**src/rtl/cal_pkg.sv**
```systemverilog
package cal_pkg;

  localparam int BYTE_W = 8;
  localparam int ADDR_W = 3;

  typedef enum logic [ADDR_W-1:0] {
    A_SEC   = 3'd0,
    A_MIN   = 3'd1,
    A_HOUR  = 3'd2,
    A_DOW   = 3'd3,
    A_DATE  = 3'd4,
    A_MONTH = 3'd5,
    A_YEAR  = 3'd6
  } cal_addr_e;

  localparam logic [BYTE_W-1:0] MSK_SEC   = 8'h7F;
  localparam logic [BYTE_W-1:0] MSK_MIN   = 8'h7F;
  localparam logic [BYTE_W-1:0] MSK_HOUR  = 8'h7F;
  localparam logic [BYTE_W-1:0] MSK_DOW   = 8'h07;
  localparam logic [BYTE_W-1:0] MSK_DATE  = 8'h3F;
  localparam logic [BYTE_W-1:0] MSK_MONTH = 8'h9F;
  localparam logic [BYTE_W-1:0] MSK_YEAR  = 8'hFF;

  // two-digit BCD increment; no wrap handling
  function automatic logic [BYTE_W-1:0] bcd_inc(input logic [BYTE_W-1:0] v);
    if (v[3:0] >= 4'd9) return {v[7:4] + 4'd1, 4'd0};
    return v + 8'd1;
  endfunction

  // BCD year divisible by four: even tens with 0/4/8, odd tens with 2/6
  function automatic logic bcd_leap(input logic [BYTE_W-1:0] y);
    if (y[4]) return (y[3:0] == 4'd2) || (y[3:0] == 4'd6);
    return (y[3:0] == 4'd0) || (y[3:0] == 4'd4) || (y[3:0] == 4'd8);
  endfunction

  function automatic logic [BYTE_W-1:0] month_last(input logic [4:0] m, input logic leap);
    case (m)
      5'h02:                      return leap ? 8'h29 : 8'h28;
      5'h04, 5'h06, 5'h09, 5'h11: return 8'h30;
      default:                    return 8'h31;
    endcase
  endfunction

endpackage

```
**src/rtl/cal_prescaler.sv**
```systemverilog
module cal_prescaler #(
  parameter int DIV = 32768
) (
  input  logic clk,
  input  logic rst_n,
  input  logic stb_i,
  input  logic clr_i,
  output logic tick_o
);

  generate
    if (DIV <= 1) begin : g_direct
      assign tick_o = stb_i;
    end else begin : g_count
      localparam int CW = $clog2(DIV);
      localparam logic [CW-1:0] LAST = CW'(DIV - 1);

      logic [CW-1:0] cnt_q, cnt_d;
      logic          cnt_en;

      always_comb begin
        cnt_en = clr_i | stb_i;
        if (clr_i)              cnt_d = '0;
        else if (cnt_q == LAST) cnt_d = '0;
        else                    cnt_d = cnt_q + 1'b1;
      end

      always_ff @(posedge clk or negedge rst_n) begin
        if (!rst_n)      cnt_q <= '0;
        else if (cnt_en) cnt_q <= cnt_d;
      end

      assign tick_o = stb_i && (cnt_q == LAST);

      AST_PHASE_RESTART: assert property (@(posedge clk) disable iff (!rst_n)
        clr_i |=> !tick_o || (DIV == 1)) else $error("phase not restarted");
    end
  endgenerate

endmodule

```
**src/rtl/cal_time_chain.sv**
```systemverilog
module cal_time_chain
  import cal_pkg::*;
(
  input  logic              clk,
  input  logic              rst_n,
  input  logic              adv_i,
  input  logic              wr_en_i,
  input  logic [ADDR_W-1:0] wr_addr_i,
  input  logic [BYTE_W-1:0] wr_data_i,
  output logic [BYTE_W-1:0] sec_o,
  output logic [BYTE_W-1:0] min_o,
  output logic [BYTE_W-1:0] hour_o,
  output logic              day_o
);

  logic [BYTE_W-1:0] sec_q, sec_d, min_q, min_d, hour_q, hour_d;
  logic [BYTE_W-1:0] inc12;
  logic              min_step, hour_step, time_en;

  always_comb begin
    min_step  = adv_i && (sec_q == 8'h59);
    hour_step = min_step && (min_q == 8'h59);
    time_en   = wr_en_i | adv_i;
    sec_d     = sec_q;
    min_d     = min_q;
    hour_d    = hour_q;
    day_o     = 1'b0;
    inc12     = bcd_inc({3'b000, hour_q[4:0]});
    if (wr_en_i) begin
      case (cal_addr_e'(wr_addr_i))
        A_SEC:   sec_d  = wr_data_i & MSK_SEC;
        A_MIN:   min_d  = wr_data_i & MSK_MIN;
        A_HOUR:  hour_d = wr_data_i & MSK_HOUR;
        default: ;
      endcase
    end else begin
      if (adv_i)    sec_d = (sec_q == 8'h59) ? 8'h00 : bcd_inc(sec_q);
      if (min_step) min_d = (min_q == 8'h59) ? 8'h00 : bcd_inc(min_q);
      if (hour_step) begin
        if (!hour_q[6]) begin
          if (hour_q[5:0] == 6'h23) begin
            hour_d = 8'h00;
            day_o  = 1'b1;
          end else begin
            hour_d = bcd_inc({2'b00, hour_q[5:0]});
          end
        end else begin
          if (hour_q[4:0] == 5'h11) begin
            hour_d = {2'b01, ~hour_q[5], 5'h12};
            day_o  = hour_q[5];
          end else if (hour_q[4:0] == 5'h12) begin
            hour_d = {2'b01, hour_q[5], 5'h01};
          end else begin
            hour_d = {2'b01, hour_q[5], inc12[4:0]};
          end
        end
      end
    end
  end

  always_ff @(posedge clk or negedge rst_n) begin
    if (!rst_n) begin
      sec_q  <= 8'h00;
      min_q  <= 8'h00;
      hour_q <= 8'h00;
    end else if (time_en) begin
      sec_q  <= sec_d;
      min_q  <= min_d;
      hour_q <= hour_d;
    end
  end

  assign sec_o  = sec_q;
  assign min_o  = min_q;
  assign hour_o = hour_q;

  AST_SEC_WRAP: assert property (@(posedge clk) disable iff (!rst_n)
    (adv_i && sec_q == 8'h59) |=> (sec_q == 8'h00)) else $error("seconds wrap");
  AST_PM_FLIP: assert property (@(posedge clk) disable iff (!rst_n)
    (hour_step && hour_q[6] && hour_q[4:0] == 5'h11) |=> (hour_q[5] != $past(hour_q[5])))
    else $error("pm flip");
  AST_HOUR_TOP_ZERO: assert property (@(posedge clk) disable iff (!rst_n)
    hour_q[7] == 1'b0) else $error("hour bit 7 set");

endmodule

```
**src/rtl/cal_date_chain.sv**
```systemverilog
module cal_date_chain
  import cal_pkg::*;
(
  input  logic              clk,
  input  logic              rst_n,
  input  logic              day_i,
  input  logic              wr_en_i,
  input  logic [ADDR_W-1:0] wr_addr_i,
  input  logic [BYTE_W-1:0] wr_data_i,
  output logic [BYTE_W-1:0] dow_o,
  output logic [BYTE_W-1:0] date_o,
  output logic [BYTE_W-1:0] month_o,
  output logic [BYTE_W-1:0] year_o
);

  logic [BYTE_W-1:0] dow_q, dow_d, date_q, date_d, month_q, month_d, year_q, year_d;
  logic [BYTE_W-1:0] last_day;
  logic              mon_step, year_step, date_en;

  always_comb begin
    last_day  = month_last(month_q[4:0], bcd_leap(year_q));
    mon_step  = day_i && (date_q == last_day);
    year_step = mon_step && (month_q[4:0] == 5'h12);
    date_en   = wr_en_i | day_i;
    dow_d     = dow_q;
    date_d    = date_q;
    month_d   = month_q;
    year_d    = year_q;
    if (wr_en_i) begin
      case (cal_addr_e'(wr_addr_i))
        A_DOW:   dow_d   = wr_data_i & MSK_DOW;
        A_DATE:  date_d  = wr_data_i & MSK_DATE;
        A_MONTH: month_d = wr_data_i & MSK_MONTH;
        A_YEAR:  year_d  = wr_data_i & MSK_YEAR;
        default: ;
      endcase
    end else begin
      if (day_i) begin
        dow_d  = (dow_q[2:0] == 3'd7) ? 8'h01 : {5'b0, dow_q[2:0] + 3'd1};
        date_d = mon_step ? 8'h01 : bcd_inc(date_q);
      end
      if (mon_step) begin
        if (year_step)
          month_d = {month_q[7] ^ (year_q == 8'h99), 7'h01};
        else
          month_d = {month_q[7], 2'b00, bcd_inc({3'b000, month_q[4:0]})[4:0]};
      end
      if (year_step) year_d = (year_q == 8'h99) ? 8'h00 : bcd_inc(year_q);
    end
  end

  always_ff @(posedge clk or negedge rst_n) begin
    if (!rst_n) begin
      dow_q   <= 8'h01;
      date_q  <= 8'h01;
      month_q <= 8'h01;
      year_q  <= 8'h00;
    end else if (date_en) begin
      dow_q   <= dow_d;
      date_q  <= date_d;
      month_q <= month_d;
      year_q  <= year_d;
    end
  end

  assign dow_o   = dow_q;
  assign date_o  = date_q;
  assign month_o = month_q;
  assign year_o  = year_q;

  AST_DOW_WRAP: assert property (@(posedge clk) disable iff (!rst_n)
    (day_i && dow_q == 8'h07) |=> (dow_q == 8'h01)) else $error("dow wrap");
  AST_CENTURY_FLIP: assert property (@(posedge clk) disable iff (!rst_n)
    (year_step && year_q == 8'h99) |=> (month_q[7] != $past(month_q[7])))
    else $error("century flag");
  AST_LEAP_END: assert property (@(posedge clk) disable iff (!rst_n)
    (day_i && month_q == 8'h02 && date_q == 8'h28 && bcd_leap(year_q)) |=> (date_q == 8'h29))
    else $error("leap day skipped");

endmodule

```
**src/rtl/bcd_calendar_core.sv**
```systemverilog
module bcd_calendar_core
  import cal_pkg::*;
#(
  parameter int TICK_DIV = 32768
) (
  input  logic              clk,
  input  logic              rst_n,
  input  logic              tb_stb_i,
  input  logic              wr_en_i,
  input  logic [ADDR_W-1:0] wr_addr_i,
  input  logic [BYTE_W-1:0] wr_data_i,
  output logic [BYTE_W-1:0] sec_o,
  output logic [BYTE_W-1:0] min_o,
  output logic [BYTE_W-1:0] hour_o,
  output logic [BYTE_W-1:0] dow_o,
  output logic [BYTE_W-1:0] date_o,
  output logic [BYTE_W-1:0] month_o,
  output logic [BYTE_W-1:0] year_o
);

  logic [1:0] rst_sync_q;
  logic       rst_int_n;
  logic       tick_raw, adv, day_step;

  always_ff @(posedge clk or negedge rst_n) begin
    if (!rst_n) rst_sync_q <= 2'b00;
    else        rst_sync_q <= {rst_sync_q[0], 1'b1};
  end
  assign rst_int_n = rst_sync_q[1];

  cal_prescaler #(.DIV(TICK_DIV)) u_presc (
    .clk    (clk),
    .rst_n  (rst_int_n),
    .stb_i  (tb_stb_i),
    .clr_i  (wr_en_i),
    .tick_o (tick_raw)
  );

  // host write wins over a coincident second
  assign adv = tick_raw & ~wr_en_i;

  cal_time_chain u_time (
    .clk       (clk),
    .rst_n     (rst_int_n),
    .adv_i     (adv),
    .wr_en_i   (wr_en_i),
    .wr_addr_i (wr_addr_i),
    .wr_data_i (wr_data_i),
    .sec_o     (sec_o),
    .min_o     (min_o),
    .hour_o    (hour_o),
    .day_o     (day_step)
  );

  cal_date_chain u_date (
    .clk       (clk),
    .rst_n     (rst_int_n),
    .day_i     (day_step),
    .wr_en_i   (wr_en_i),
    .wr_addr_i (wr_addr_i),
    .wr_data_i (wr_data_i),
    .dow_o     (dow_o),
    .date_o    (date_o),
    .month_o   (month_o),
    .year_o    (year_o)
  );

  AST_WRITE_BEATS_TICK: assert property (@(posedge clk) disable iff (!rst_int_n)
    (wr_en_i && wr_addr_i != 3'd0) |=> (sec_o == $past(sec_o))) else $error("tick not dropped");
  AST_IDLE_HOLD: assert property (@(posedge clk) disable iff (!rst_int_n)
    (!wr_en_i && !tb_stb_i) |=> $stable(sec_o)) else $error("advance without strobe");

endmodule

```
**config.mk**
```make
export PLATFORM = sky130hd
export DESIGN_NAME = bcd_calendar_core
export DESIGN_NICKNAME = d
export VERILOG_FILES = /design/src/rtl/cal_pkg.sv /design/src/rtl/cal_prescaler.sv /design/src/rtl/cal_time_chain.sv /design/src/rtl/cal_date_chain.sv /design/src/rtl/bcd_calendar_core.sv
export SDC_FILE = /design/constraint.sdc
export NUM_CORES = 1
export LEC_CHECK = 0
export ABC_AREA = 1
export BUFFER_PORTS_ARGS = -buffer_cell sky130_fd_sc_hd__buf_2
export CAP_MARGIN = 15
export CORE_UTILIZATION = 45
export DETAILED_ROUTE_END_ITERATION = 10
export GPL_TIMING_DRIVEN = 0
export MAX_ROUTING_LAYER = met4
export PLACE_DENSITY = 0.64
export SYNTH_ARGS = -nofsm -noshare
export SYNTH_HDL_FRONTEND = slang
export SYNTH_SLANG_ARGS = --single-unit
```
**constraint.sdc**
```tcl
create_clock -name clk -period 2.2 [get_ports clk]
set_input_delay 0.44 -clock clk [delete_from_list [all_inputs] [get_ports clk]]
set_output_delay 0.44 -clock clk [all_outputs]
set_load 0.02 [all_outputs]
```
==> flow_metrics.py <==
metrics = {
    "detailed_routing": {
        "drc": 0,
        "drt_pre_antenna_iters": 4,
        "routed_via_density": 5.31,
        "ant_nets": 0,
        "drtIter0Drc": 165,
        "drt-total-wl_mm": 12.3,
        "wire_per_inst_um": 14.6,
        "via_count": 4485,
    },
    "power_and_ir_drop": {
        "p_comb_frac": 0.396,
        "ir_worst_vdd_uv": 461,
        "p_leak_nw": 2.71,
        "powerDensity_nw_per_um2": 864,
        "p_total_mw": 4.78,
        "switchingPower_mw": 2.08,
        "p_seq_frac": 0.378,
        "switching_share": 0.436,
        "p_int_mw": 2.70,
        "pwr-share-clk": 0.226,
    },
    "timing": {
        "fin_crit_sh": 0.951,
        "slew_headroom": 0.432,
        "finalSetupViolations": 0,
        "finalClockSkew_ns": 0.0118,
        "drv_slew": 0,
        "tightest_slew_ns": 0.852,
        "fin_ws_ns": 0.107,
        "fmaxAchievable_ghz": 0.478,
        "rsz0062_at_grt": "true",
        "fin_crit_ns": 2.09,
        "hold_viol": 0,
        "tns_ns": 0,
    },
    "clock_tree": {
        "clk_pin_slew_ns": 0.08,
        "worstSkewPairLatency_ns": 0.36,
        "clk_path_buf_depth": 2,
        "cts_root_buffer": "clkbuf_8",
        "numCtsBuffers": 9,
        "cts-htree-levels": 3,
        "clock-sinks": 65,
        "cts_tree": "yes",
    },
    "critical_path": {
        "rrSetupSlack_ns": 0.11,
        "worstPathArrival_ns": 2.36,
        "path_class": "reg -> reg",
        "cp-start-kind": "flip-flop",
        "required_ns": 2.47,
        "critPathMaxFanout": 10,
        "end_kind": "flip-flop",
    },
    "layout": {
        "drive_gt1_frac": 0.214,
        "mostFrequentLayoutCell": "nand2_1",
        "stdcell_count": 844,
        "final_util": 0.564,
        "regArea_um2": 1640,
        "final_cell_mix": "nand2_1, inv_1, nor2_1, buf_2, dfrtp_1",
        "syn2layout_area_growth_pct": 20.7,
        "antenna_cells": 0,
        "finalNetCount": 756,
        "multi_input_area_um2": 2640,
        "nFillCells": 962,
    },
    "synthesis": {
        "yosysWarnings": 0,
        "async_flop_share": 1.00,
        "synthCells": 612,
        "synth-seq-area-share": 0.356,
        "synth_edf_count": 0,
        "netlist_area_um2": 4590,
        "synth_ff_type": "dfrtp_1",
        "postSynthAreaPerCell_um2": 7.49,
        "synth_seq_cells": 65,
        "yosysUniqueCellTypes": 42,
    },
    "floorplan": {
        "start_util": 0.467,
        "design.core.area_um2": 9820,
        "rows": 36,
        "fp.dieH_um": 103,
        "die_w_um": 103,
        "die_area_um2": 10600,
        "num_io_pins": 71,
    },
    "placement": {
        "dp_hpwl_mm": 8.80,
        "gp_congestion": 0.896,
        "io_buffers": 62,
        "place_worst_setup_slack_ns": -0.364,
        "dp_cells": 814,
    },
    "global_routing": {
        "grt_usage": 0.253,
        "grt_first_pass_wirelength_mm": 19.9,
        "grt_max_degree": 64,
        "globalRoute.totalOverflow": 0,
        "antenna_found_initial": 0,
        "grt_pass1_vias": 4155,
    },
    "flow_run": {
        "drv_cap": 0,
    },
    "worst_hold_path": {
        "hold_path_class": "reg -> reg",
    },
    "outcome": {
        "status": "finished, final reports clean",
    },
}
[power by group through the flow]
stage	clock network (mW)	logic (mW)	registers, mW
final	1.08	1.89	1.81
after global routing	1.14	2.14	1.86
after CTS	1.10	1.85	1.80
after detailed placement	0	1.81	1.82
after global placement	0	1.77	1.81
after floorplan	0	1.05	2.02
[path summary, 6_finish.rpt]
kind / start / depth (start not counted) / to
max reg2reg: u_presc.g_count.cnt_q[1] / 10 / u_time.hour_o[4]
min reg2reg: rst_sync_q[0] / 0 / rst_sync_q[1]
max: u_presc.g_count.cnt_q[1] / 10 / u_time.hour_o[4]
max in group asynchronous: rst_sync_q[1] / 0 / u_time.hour_o[1]
min in group asynchronous: rst_n / 2 / rst_sync_q[1]
min: rst_sync_q[0] / 0 / rst_sync_q[1]
[area by class of cell]
cell class,count,area share
inverter,86,0.0585
buffer,19,0.0215
sequential,65,0.296
tap,133,0.0301
clock buffer,10,0.0249
timing repair buffer,76,0.0809
clock inverter,6,0.0122
multi-input combinational,449,0.476
[flip-flops by register name (all words and copies together) (netlist names)]
signal                 cells
u_time.sec_o               8
u_date.year_o              8
u_presc.g_count.cnt_q     15
u_date.month_o             6
u_time.min_o               8
u_date.date_o              8
u_time.hour_o              7
u_date.dow_o               3
rst_sync_q                 2
[metal layers]
layer | up-vias | part of all wire | global-route usage | routed length (um)
met5 | - | 0 | - | 0
met4 | 0 | 0.025 | 0.101 | 310
met1 | 2116 | 0.45 | 0.331 | 5590
met2 | 151 | 0.46 | 0.393 | 5710
li1 | 2188 | - | - | -
met3 | 30 | 0.059 | 0.0386 | 728
[Yosys cell counts (all sizes together), types with 6 or more instances]
cell type,n,share of area
nor3,18,0.020
xor2,12,0.023
nor2,78,0.067
a21oi,27,0.030
clkbuf,8,0.0065
a31oi,15,0.020
inv,85,0.070
nand4,9,0.014
dfrtp,62,0.34
nand2,114,0.099
ha,35,0.095
buf,11,0.019
o21ai,48,0.055
xnor2,6,0.011
nand3,49,0.062
[worst max-delay path, stage by stage, from the launching register on]
cell and delay (ns):
dfrtp_1 0.39, ha_2 0.20, nand2_2 0.07, nor2_4 0.15
nand3_1 0.17, nor2_4 0.16, nand4_2 0.17, o21ai_2 0.29
buf_4 0.22, o31ai_1 0.09, o21ai_0 0.09
[timing repair]
item,CTS,global route
endpoints found under the setup margin,16,49
setup buffers,1,11
hold endpoints to repair,2,0
hold buffers,1,0
gates resized for setup,3,26
gates cloned,0,1
pin swaps,0,8
[metrics by stage]
step / area [um2] / hold WS, ns
5_1_grt: 5540 / 0.367
2_1_floorplan: 4610 / 0.144
4_1_cts: 5330 / 0.349
3_3_place_gp: 5090 / 0.225
3_5_place_dp: 5090 / 0.228
6_report: 5540 / 0.352
[cells by family after synthesis]
family,share of synthesized area
adders and majority gates,0.0955
DFF,0.356
muxes,0.00491
AOI/OAI and AO/OA,0.140
buffers and inverters,0.0963
other,0.00164
xor gates and xnor gates,0.0344
and+or+nand+nor,0.272
(Power assumes the default switching activity.)
